<file path="src/rtl/sio_pkg.sv">
package sio_pkg;

    localparam int BYTE_W = 8;

    typedef logic [BYTE_W-1:0] byte_t;

    // register numbers whose meaning the logic depends on
    localparam int REG_CMD    = 0;
    localparam int REG_IDLE   = 1;
    localparam int REG_MODEM  = 5;
    localparam int REG_DATA   = 8;
    localparam int REG_SHARED = 9;
    localparam int REG_TC_LO  = 12;
    localparam int REG_TC_HI  = 13;

    // bit positions
    localparam int CMD_HIGH_BIT = 3;
    localparam int RTS_BIT      = 1;
    localparam int DTR_BIT      = 7;
    localparam int MIE_BIT      = 3;
    localparam int VIS_BIT      = 0;

    typedef struct packed {
        logic rx_avail;
        logic tx_empty;
        logic all_sent;
        logic dcd;
        logic cts;
    } chan_stat_t;

    function automatic byte_t rr0_pack(input chan_stat_t s);
        byte_t v;
        v    = '0;
        v[0] = s.rx_avail;
        v[2] = s.tx_empty;
        v[3] = s.dcd;
        v[5] = s.cts;
        return v;
    endfunction

    function automatic byte_t rr1_pack(input chan_stat_t s);
        byte_t v;
        v    = '0;
        v[0] = s.all_sent;
        return v;
    endfunction

    // register number carried by a command byte: low three bits plus 8 when high flag set
    function automatic logic [3:0] cmd_target(input byte_t b);
        return {b[CMD_HIGH_BIT], b[2:0]};
    endfunction

endpackage

</file>
<file path="src/rtl/sio_ptr.sv">
module sio_ptr #(
    parameter int PW = 4
) (
    input  logic          clk,
    input  logic          rst,
    input  logic          load,
    input  logic [PW-1:0] load_val,
    input  logic          clear,
    output logic [PW-1:0] ptr
);
    always_ff @(posedge clk) begin
        if (rst) begin
            ptr <= '0;
        end else if (load) begin
            ptr <= load_val;
        end else if (clear) begin
            ptr <= '0;
        end
    end
endmodule

</file>
<file path="src/rtl/sio_shared_reg.sv">
module sio_shared_reg
    import sio_pkg::*;
#(
    parameter int NCH = 2
) (
    input  logic                  clk,
    input  logic                  rst,
    input  logic [NCH-1:0]        we,
    input  logic [NCH*BYTE_W-1:0] wd,
    output byte_t                 q
);
    logic  pick_we;
    byte_t pick_d;

    // lowest channel index wins: it is assigned last
    always_comb begin
        pick_we = 1'b0;
        pick_d  = '0;
        for (int c = NCH - 1; c >= 0; c--) begin
            if (we[c]) begin
                pick_we = 1'b1;
                pick_d  = wd[c*BYTE_W +: BYTE_W];
            end
        end
    end

    always_ff @(posedge clk) begin
        if (rst) begin
            q <= '0;
        end else if (pick_we) begin
            q <= pick_d;
        end
    end
endmodule

</file>
<file path="src/rtl/sio_chan_regs.sv">
module sio_chan_regs
    import sio_pkg::*;
#(
    parameter  int NREG = 16,
    localparam int PW   = $clog2(NREG)
) (
    input  logic                   clk,
    input  logic                   rst,
    input  logic                   ctl_wr,
    input  logic                   ctl_rd,
    input  logic                   dat_wr,
    input  logic                   dat_rd,
    input  byte_t                  wdata,
    input  chan_stat_t             stat,
    input  byte_t                  rx_byte,
    input  byte_t                  shared_cfg,
    output logic                   shared_we,
    output byte_t                  rdata,
    output logic [NREG*BYTE_W-1:0] image,
    output logic                   tx_load,
    output logic                   rts,
    output logic                   dtr,
    output logic [PW-1:0]          ptr
);
    logic            ptr_zero;
    logic            ptr_load;
    logic            ptr_clear;
    logic [PW-1:0]   ptr_next;
    logic [NREG-1:0] we;
    byte_t           ctl_val;

    assign ptr_zero  = (ptr == '0);
    assign ptr_load  = ctl_wr && ptr_zero;
    assign ptr_clear = ctl_rd || (ctl_wr && !ptr_zero);
    assign ptr_next  = PW'(cmd_target(wdata));

    sio_ptr #(.PW(PW)) u_ptr (
        .clk     (clk),
        .rst     (rst),
        .load    (ptr_load),
        .load_val(ptr_next),
        .clear   (ptr_clear),
        .ptr     (ptr)
    );

    // per-register write enables; the data port aliases the transmit register
    always_comb begin
        for (int r = 0; r < NREG; r++) begin
            we[r] = ctl_wr && (ptr == PW'(r));
        end
        we[REG_DATA] = we[REG_DATA] || dat_wr;
    end

    assign shared_we = we[REG_SHARED];

    for (genvar r = 0; r < NREG; r++) begin : g_reg
        if (r == REG_SHARED) begin : g_alias
            assign image[r*BYTE_W +: BYTE_W] = shared_cfg;
        end else begin : g_store
            byte_t q;
            always_ff @(posedge clk) begin
                if (rst) begin
                    q <= '0;
                end else if (we[r]) begin
                    q <= wdata;
                end
            end
            assign image[r*BYTE_W +: BYTE_W] = q;
        end
    end

    always_ff @(posedge clk) begin
        if (rst) begin
            tx_load <= 1'b0;
        end else begin
            tx_load <= we[REG_DATA];
        end
    end

    assign rts = image[REG_MODEM*BYTE_W + RTS_BIT];
    assign dtr = image[REG_MODEM*BYTE_W + DTR_BIT];

    always_comb begin
        case (int'(ptr))
            REG_CMD:   ctl_val = rr0_pack(stat);
            REG_IDLE:  ctl_val = rr1_pack(stat);
            REG_DATA:  ctl_val = rx_byte;
            REG_TC_LO: ctl_val = image[REG_TC_LO*BYTE_W +: BYTE_W];
            REG_TC_HI: ctl_val = image[REG_TC_HI*BYTE_W +: BYTE_W];
            default:   ctl_val = '0;
        endcase
        if (ctl_rd) begin
            rdata = ctl_val;
        end else if (dat_rd) begin
            rdata = rx_byte;
        end else begin
            rdata = '0;
        end
    end
endmodule

</file>
<file path="src/rtl/sio_regfile.sv">
module sio_regfile
    import sio_pkg::*;
#(
    parameter  int NCH  = 2,
    parameter  int NREG = 16,
    localparam int PW   = $clog2(NREG),
    localparam int CW   = NCH * BYTE_W
) (
    input  logic                       clk,
    input  logic                       rst,
    input  logic [NCH-1:0]             ctl_wr,
    input  logic [NCH-1:0]             ctl_rd,
    input  logic [NCH-1:0]             dat_wr,
    input  logic [NCH-1:0]             dat_rd,
    input  logic [CW-1:0]              host_wdata,
    output logic [CW-1:0]              host_rdata,
    input  logic [NCH-1:0]             st_rx_avail,
    input  logic [NCH-1:0]             st_tx_empty,
    input  logic [NCH-1:0]             st_all_sent,
    input  logic [NCH-1:0]             st_dcd,
    input  logic [NCH-1:0]             st_cts,
    input  logic [CW-1:0]              rx_byte,
    output logic [CW-1:0]              tx_byte,
    output logic [NCH-1:0]             tx_load,
    output logic [NCH-1:0]             modem_rts,
    output logic [NCH-1:0]             modem_dtr,
    output logic                       irq_master_en,
    output logic                       vec_incl_status,
    output logic [NCH*NREG*BYTE_W-1:0] wreg_image
);
    localparam int IMG_W = NREG * BYTE_W;

    byte_t           shared_q;
    logic [NCH-1:0]  shared_we;
    logic [NCH*PW-1:0] ptr_flat;

    sio_shared_reg #(.NCH(NCH)) u_shared (
        .clk(clk),
        .rst(rst),
        .we (shared_we),
        .wd (host_wdata),
        .q  (shared_q)
    );

    assign irq_master_en   = shared_q[MIE_BIT];
    assign vec_incl_status = shared_q[VIS_BIT];

    for (genvar c = 0; c < NCH; c++) begin : g_ch
        chan_stat_t st;
        assign st.rx_avail = st_rx_avail[c];
        assign st.tx_empty = st_tx_empty[c];
        assign st.all_sent = st_all_sent[c];
        assign st.dcd      = st_dcd[c];
        assign st.cts      = st_cts[c];

        sio_chan_regs #(.NREG(NREG)) u_chan (
            .clk       (clk),
            .rst       (rst),
            .ctl_wr    (ctl_wr[c]),
            .ctl_rd    (ctl_rd[c]),
            .dat_wr    (dat_wr[c]),
            .dat_rd    (dat_rd[c]),
            .wdata     (host_wdata[c*BYTE_W +: BYTE_W]),
            .stat      (st),
            .rx_byte   (rx_byte[c*BYTE_W +: BYTE_W]),
            .shared_cfg(shared_q),
            .shared_we (shared_we[c]),
            .rdata     (host_rdata[c*BYTE_W +: BYTE_W]),
            .image     (wreg_image[c*IMG_W +: IMG_W]),
            .tx_load   (tx_load[c]),
            .rts       (modem_rts[c]),
            .dtr       (modem_dtr[c]),
            .ptr       (ptr_flat[c*PW +: PW])
        );

        assign tx_byte[c*BYTE_W +: BYTE_W] =
            wreg_image[c*IMG_W + REG_DATA*BYTE_W +: BYTE_W];
    end
endmodule

</file>
<file path="config.mk">
export PLATFORM = sky130hd
export DESIGN_NAME = sio_regfile
export DESIGN_NICKNAME = d
export VERILOG_FILES = /design/src/rtl/sio_pkg.sv /design/src/rtl/sio_ptr.sv /design/src/rtl/sio_shared_reg.sv /design/src/rtl/sio_chan_regs.sv /design/src/rtl/sio_regfile.sv
export SDC_FILE = /design/constraint.sdc
export NUM_CORES = 1
export LEC_CHECK = 0
export ABC_AREA = 1
export ABC_CLOCK_PERIOD_IN_PS = 1400
export CAP_MARGIN = 5
export CORE_MARGIN = 4
export CORE_UTILIZATION = 41
export CTS_CLUSTER_DIAMETER = 150
export DETAILED_ROUTE_END_ITERATION = 8
export GPL_ROUTABILITY_DRIVEN = 0
export PLACE_DENSITY_LB_ADDON = 0.25
export SKIP_LAST_GASP = 1
export SLEW_MARGIN = 5
export SYNTH_ARGS = -nofsm -noshare
export SYNTH_HDL_FRONTEND = slang
export SYNTH_SLANG_ARGS = --single-unit
</file>
<file path="constraint.sdc">
create_clock -name clk -period 1.4 [get_ports clk]
set_input_delay 0.28 -clock clk [delete_from_list [all_inputs] [get_ports clk]]
set_output_delay 0.28 -clock clk [all_outputs]
set_load 0.005 [all_outputs]
</file>
==> flow_summary.ini <==
[outcome]
status = complete, but fails checks
violations = setup timing

[synth]
synthMuxAreaShare_pct = 0
synth.distinct_cells = 22
syn-cell-area_um2 = 10000
synth_edf_count = 0
yosys.area_share.xor_xnor_pct = 0
synth_fa_ha_area_share_pct = 0
synth_area_leader_cell = dfxtp_1
synthesis.nets = 1400
synth_seq_cells = 258
yosys.area_share.simple_pct = 24.7
synthCells = 1348
avgSynthCellArea_um2 = 7.42
yosys.cell_count.top_type = nor2_1
synth.area.top_cells = dfxtp_1 52%, nor2_1 13%, o21ai_0 11%
synth_compound_area_share_pct = 15.4
async_flop_share_pct = 0
synth_warnings = 0
synthTopCellsByCount = 358 x nor2_1, 258 x dfxtp_1, 214 x o21ai_0, 178 x nand2_1, 87 x a21oi_1
synth_top_family_by_area = simple AND/OR/NAND/NOR gates
ys_seq_area_share_pct = 51.6
yosys.area.top_type_share_pct = 51.6
synth-main-ff-cell = dfxtp_1

[routing]
dr.first_iter.drc_count = 901
wl_per_cell_um = 18.3
dr.pass1.iters = 5
vias = 11174
detail-route-antenna-nets = 0
wirelength_um = 39900
post_drt_via_cell_ratio = 5.13
drc = 0

[floorplan]
rows = 56
core_um2 = 23800
die_w_um = 164
die_area_um2 = 27000
ios = 348
die_h_um = 164
initial_utilization_pct = 42.1

[cts]
cts_sinks = 258
cts-root-buf = clkbuf_16
clock_latency_ns = 0.53
numCtsBuffers = 27
max-clock-path-buffers = 3
cts.clk_slew.worst_paths_ns = 0.06
cts_tree = done
cts.htree.levels = 1

[timing]
post-route-min-period_ns = 2.07
fmax_ghz = 0.484
timing.final.ws_setup_ns = -0.668
slew_headroom_pct = 77.2
hold_slack_ns = 0.463
finalClockSkew_ns = 0.00840
rsz0062_at_grt = true
finalSetupViolations = 151
hold_viol_final = 0
final-max-slew-violation-count = 0
final.period_utilization_pct = 148
worstMarginPinSlew_ns = 0.340

[power_and_ir_drop]
switchingPower_mw = 4.19
p_leak_nw = 7.74
seqPwrFrac_pct = 45.5
p_per_area_nw_per_um2 = 990
p_clk_share_pct = 42.6
ir_drop_mv = 0.747
intPower_mw = 12.6
power.share.combinational_pct = 11.9
p_sw_share_pct = 25.0

[final_layout]
diodes = 0
fin_area_um2 = 16900
fin_nets = 1895
fin_util_pct = 71.3
syn2layout_area_growth_pct = 69.2
post_route_cells_drive_above_1_share_pct = 35.8
fill_cells = 1734

[worst_setup_path]
path_class = register to output pin
start_kind = register
arrival_ns = 1.79
cp_max_fo = 6
cp-end-kind = output pin
cp.required_ns = 1.12

[place]
dp_hpwl_um = 26200
placed_area_um2 = 14800
io_buffers = 347
pre_cts_ws_ns = -0.896

[grt]
grtUsageMet3_pct = 6.37
use_met2_pct = 45.8
grt.overflow.total = 0
met1_usage_pct = 33.6
grt_max_degree = 50
grt_pass1_vias = 11152
top_usage_layer = met2
antenna_found_initial = 0
grt_use_total_pct = 27.6
grt_pass1_wl_um = 59200

[hold_path]
min_path_type = register to register

[job]
cap_violations = 0
cell usage in the layout, fill, tap and decap left out, types with 6 or more instances in the layout:
master and instances:
nand2_1 142, nand2_2 28, o21ai_1 21, buf_12 27, clkdlybuf4s15_2 39, o21ai_0 179, dfxtp_2 98, nand3_2 10
inv_2 25, inv_1 25, dlygate4sd2_1 47, inv_4 11, nor2_2 29, clkbuf_16 28, dfxtp_4 8, o21ai_2 16
a21oi_1 81, buf_4 135, nor2_4 35, nand2_4 10, nand3_1 32, nor2_1 320, dfxtp_1 152, buf_6 72
clkdlybuf4s15_1 135, buf_2 58, a21oi_2 6, clkinv_2 9, clkdlybuf4s50_1 51
flip-flops by register name, indices dropped and copies added (netlist names):
register	flops
g_ch.u_chan.g.g_store.q	240
g_ch.u_chan.tx_load	2
u_shared.q	8
g_ch.u_chan.u_ptr.ptr	8
area by class of cell:
| class | count | area [µm²] | area share (%) |
|---|---|---|---|
| Clock buffer | 33 | 738 | 4.36 |
| Inverter | 68 | 299 | 1.77 |
| Timing Repair Buffer | 568 | 5440 | 32.1 |
| Multi-Input combinational cell | 920 | 4600 | 27.2 |
| Tap cell | 319 | 399 | 2.36 |
| Clock inverter | 14 | 133 | 0.784 |
| Sequential cell | 258 | 5320 | 31.4 |
power groups by stage:
stage / clock network [mW] / logic, mW / registers (mW)
2_1_floorplan: 0 / 0.643 / 7.75
3_5_place_dp: 0 / 1.75 / 7.76
5_1_grt: 7.51 / 2.13 / 7.64
4_1_cts: 7.22 / 1.85 / 7.61
3_3_place_gp: 0 / 1.73 / 7.76
6_report: 7.14 / 2.00 / 7.62
logic make-up (layout without fill, tap and decap cells):
kind of cell           count (synthesis)  after routing
and+or+nand+nor                      613            614
AOI/OAI and AO/OA                    306            306
DFF                                  258            258
buffers and inverters                171            683
what timing repair did:
item,CTS,global route
hold buffers,0,0
setup endpoints to repair,474,418
gates resized for setup,1001,151
pin swaps,50,69
hold endpoints to repair,0,0
gates cloned,4,2
setup buffers,56,11
critical path, stage by stage (launching register included):
cell      delay, ns
dfxtp_4        0.44
inv_4          0.06
nor2_4         0.13
buf_6          0.11
a21boi_2       0.05
buf_6          0.13
buf_6          0.12
nand2_2        0.05
nand2_1        0.05
buf_2          0.12
per-stage QoR:
stage	TNS, ns	power, mW	cells
2_1_floorplan	0	8.39	1348
3_3_place_gp	-81.63	9.49	2069
3_5_place_dp	-88.26	9.51	2069
4_1_cts	-16.16	16.7	2175
5_1_grt	-38.43	17.3	2180
6_report	-24.07	16.8	2180
final timing paths:
| check | startpoint | end | slack, ns | cells after the start |
|---|---|---|---|---|
| worst max-delay path | g_ch[0].u_chan.u_ptr.ptr[3]$_SDFFE_PP0P_ | host_rdata[6] | -0.67 | 9 |
| worst min-delay path | g_ch[1].u_chan.g_reg[0].g_store.q[3]$_SDFFE_PP0N_ | g_ch[1].u_chan.g_reg[0].g_store.q[3]$_SDFFE_PP0N_ | 0.46 | 2 |
| worst max register to register | g_ch[0].u_chan.u_ptr.ptr[2]$_SDFFE_PP0P_ | g_ch[0].u_chan.g_reg[7].g_store.q[0]$_SDFFE_PP0P_ | -0.28 | 12 |
| worst min register to register | g_ch[1].u_chan.g_reg[0].g_store.q[3]$_SDFFE_PP0N_ | g_ch[1].u_chan.g_reg[0].g_store.q[3]$_SDFFE_PP0N_ | 0.46 | 2 |
layer usage:
layer	vias up	part of all wire, %	wire (µm)
met3	126	8.8	3500
met5	-	0	0
met1	5218	39	15600
met2	535	47	18800
li1	5295	-	-
met4	0	5.0	1990
(Power assumes the default switching activity.)
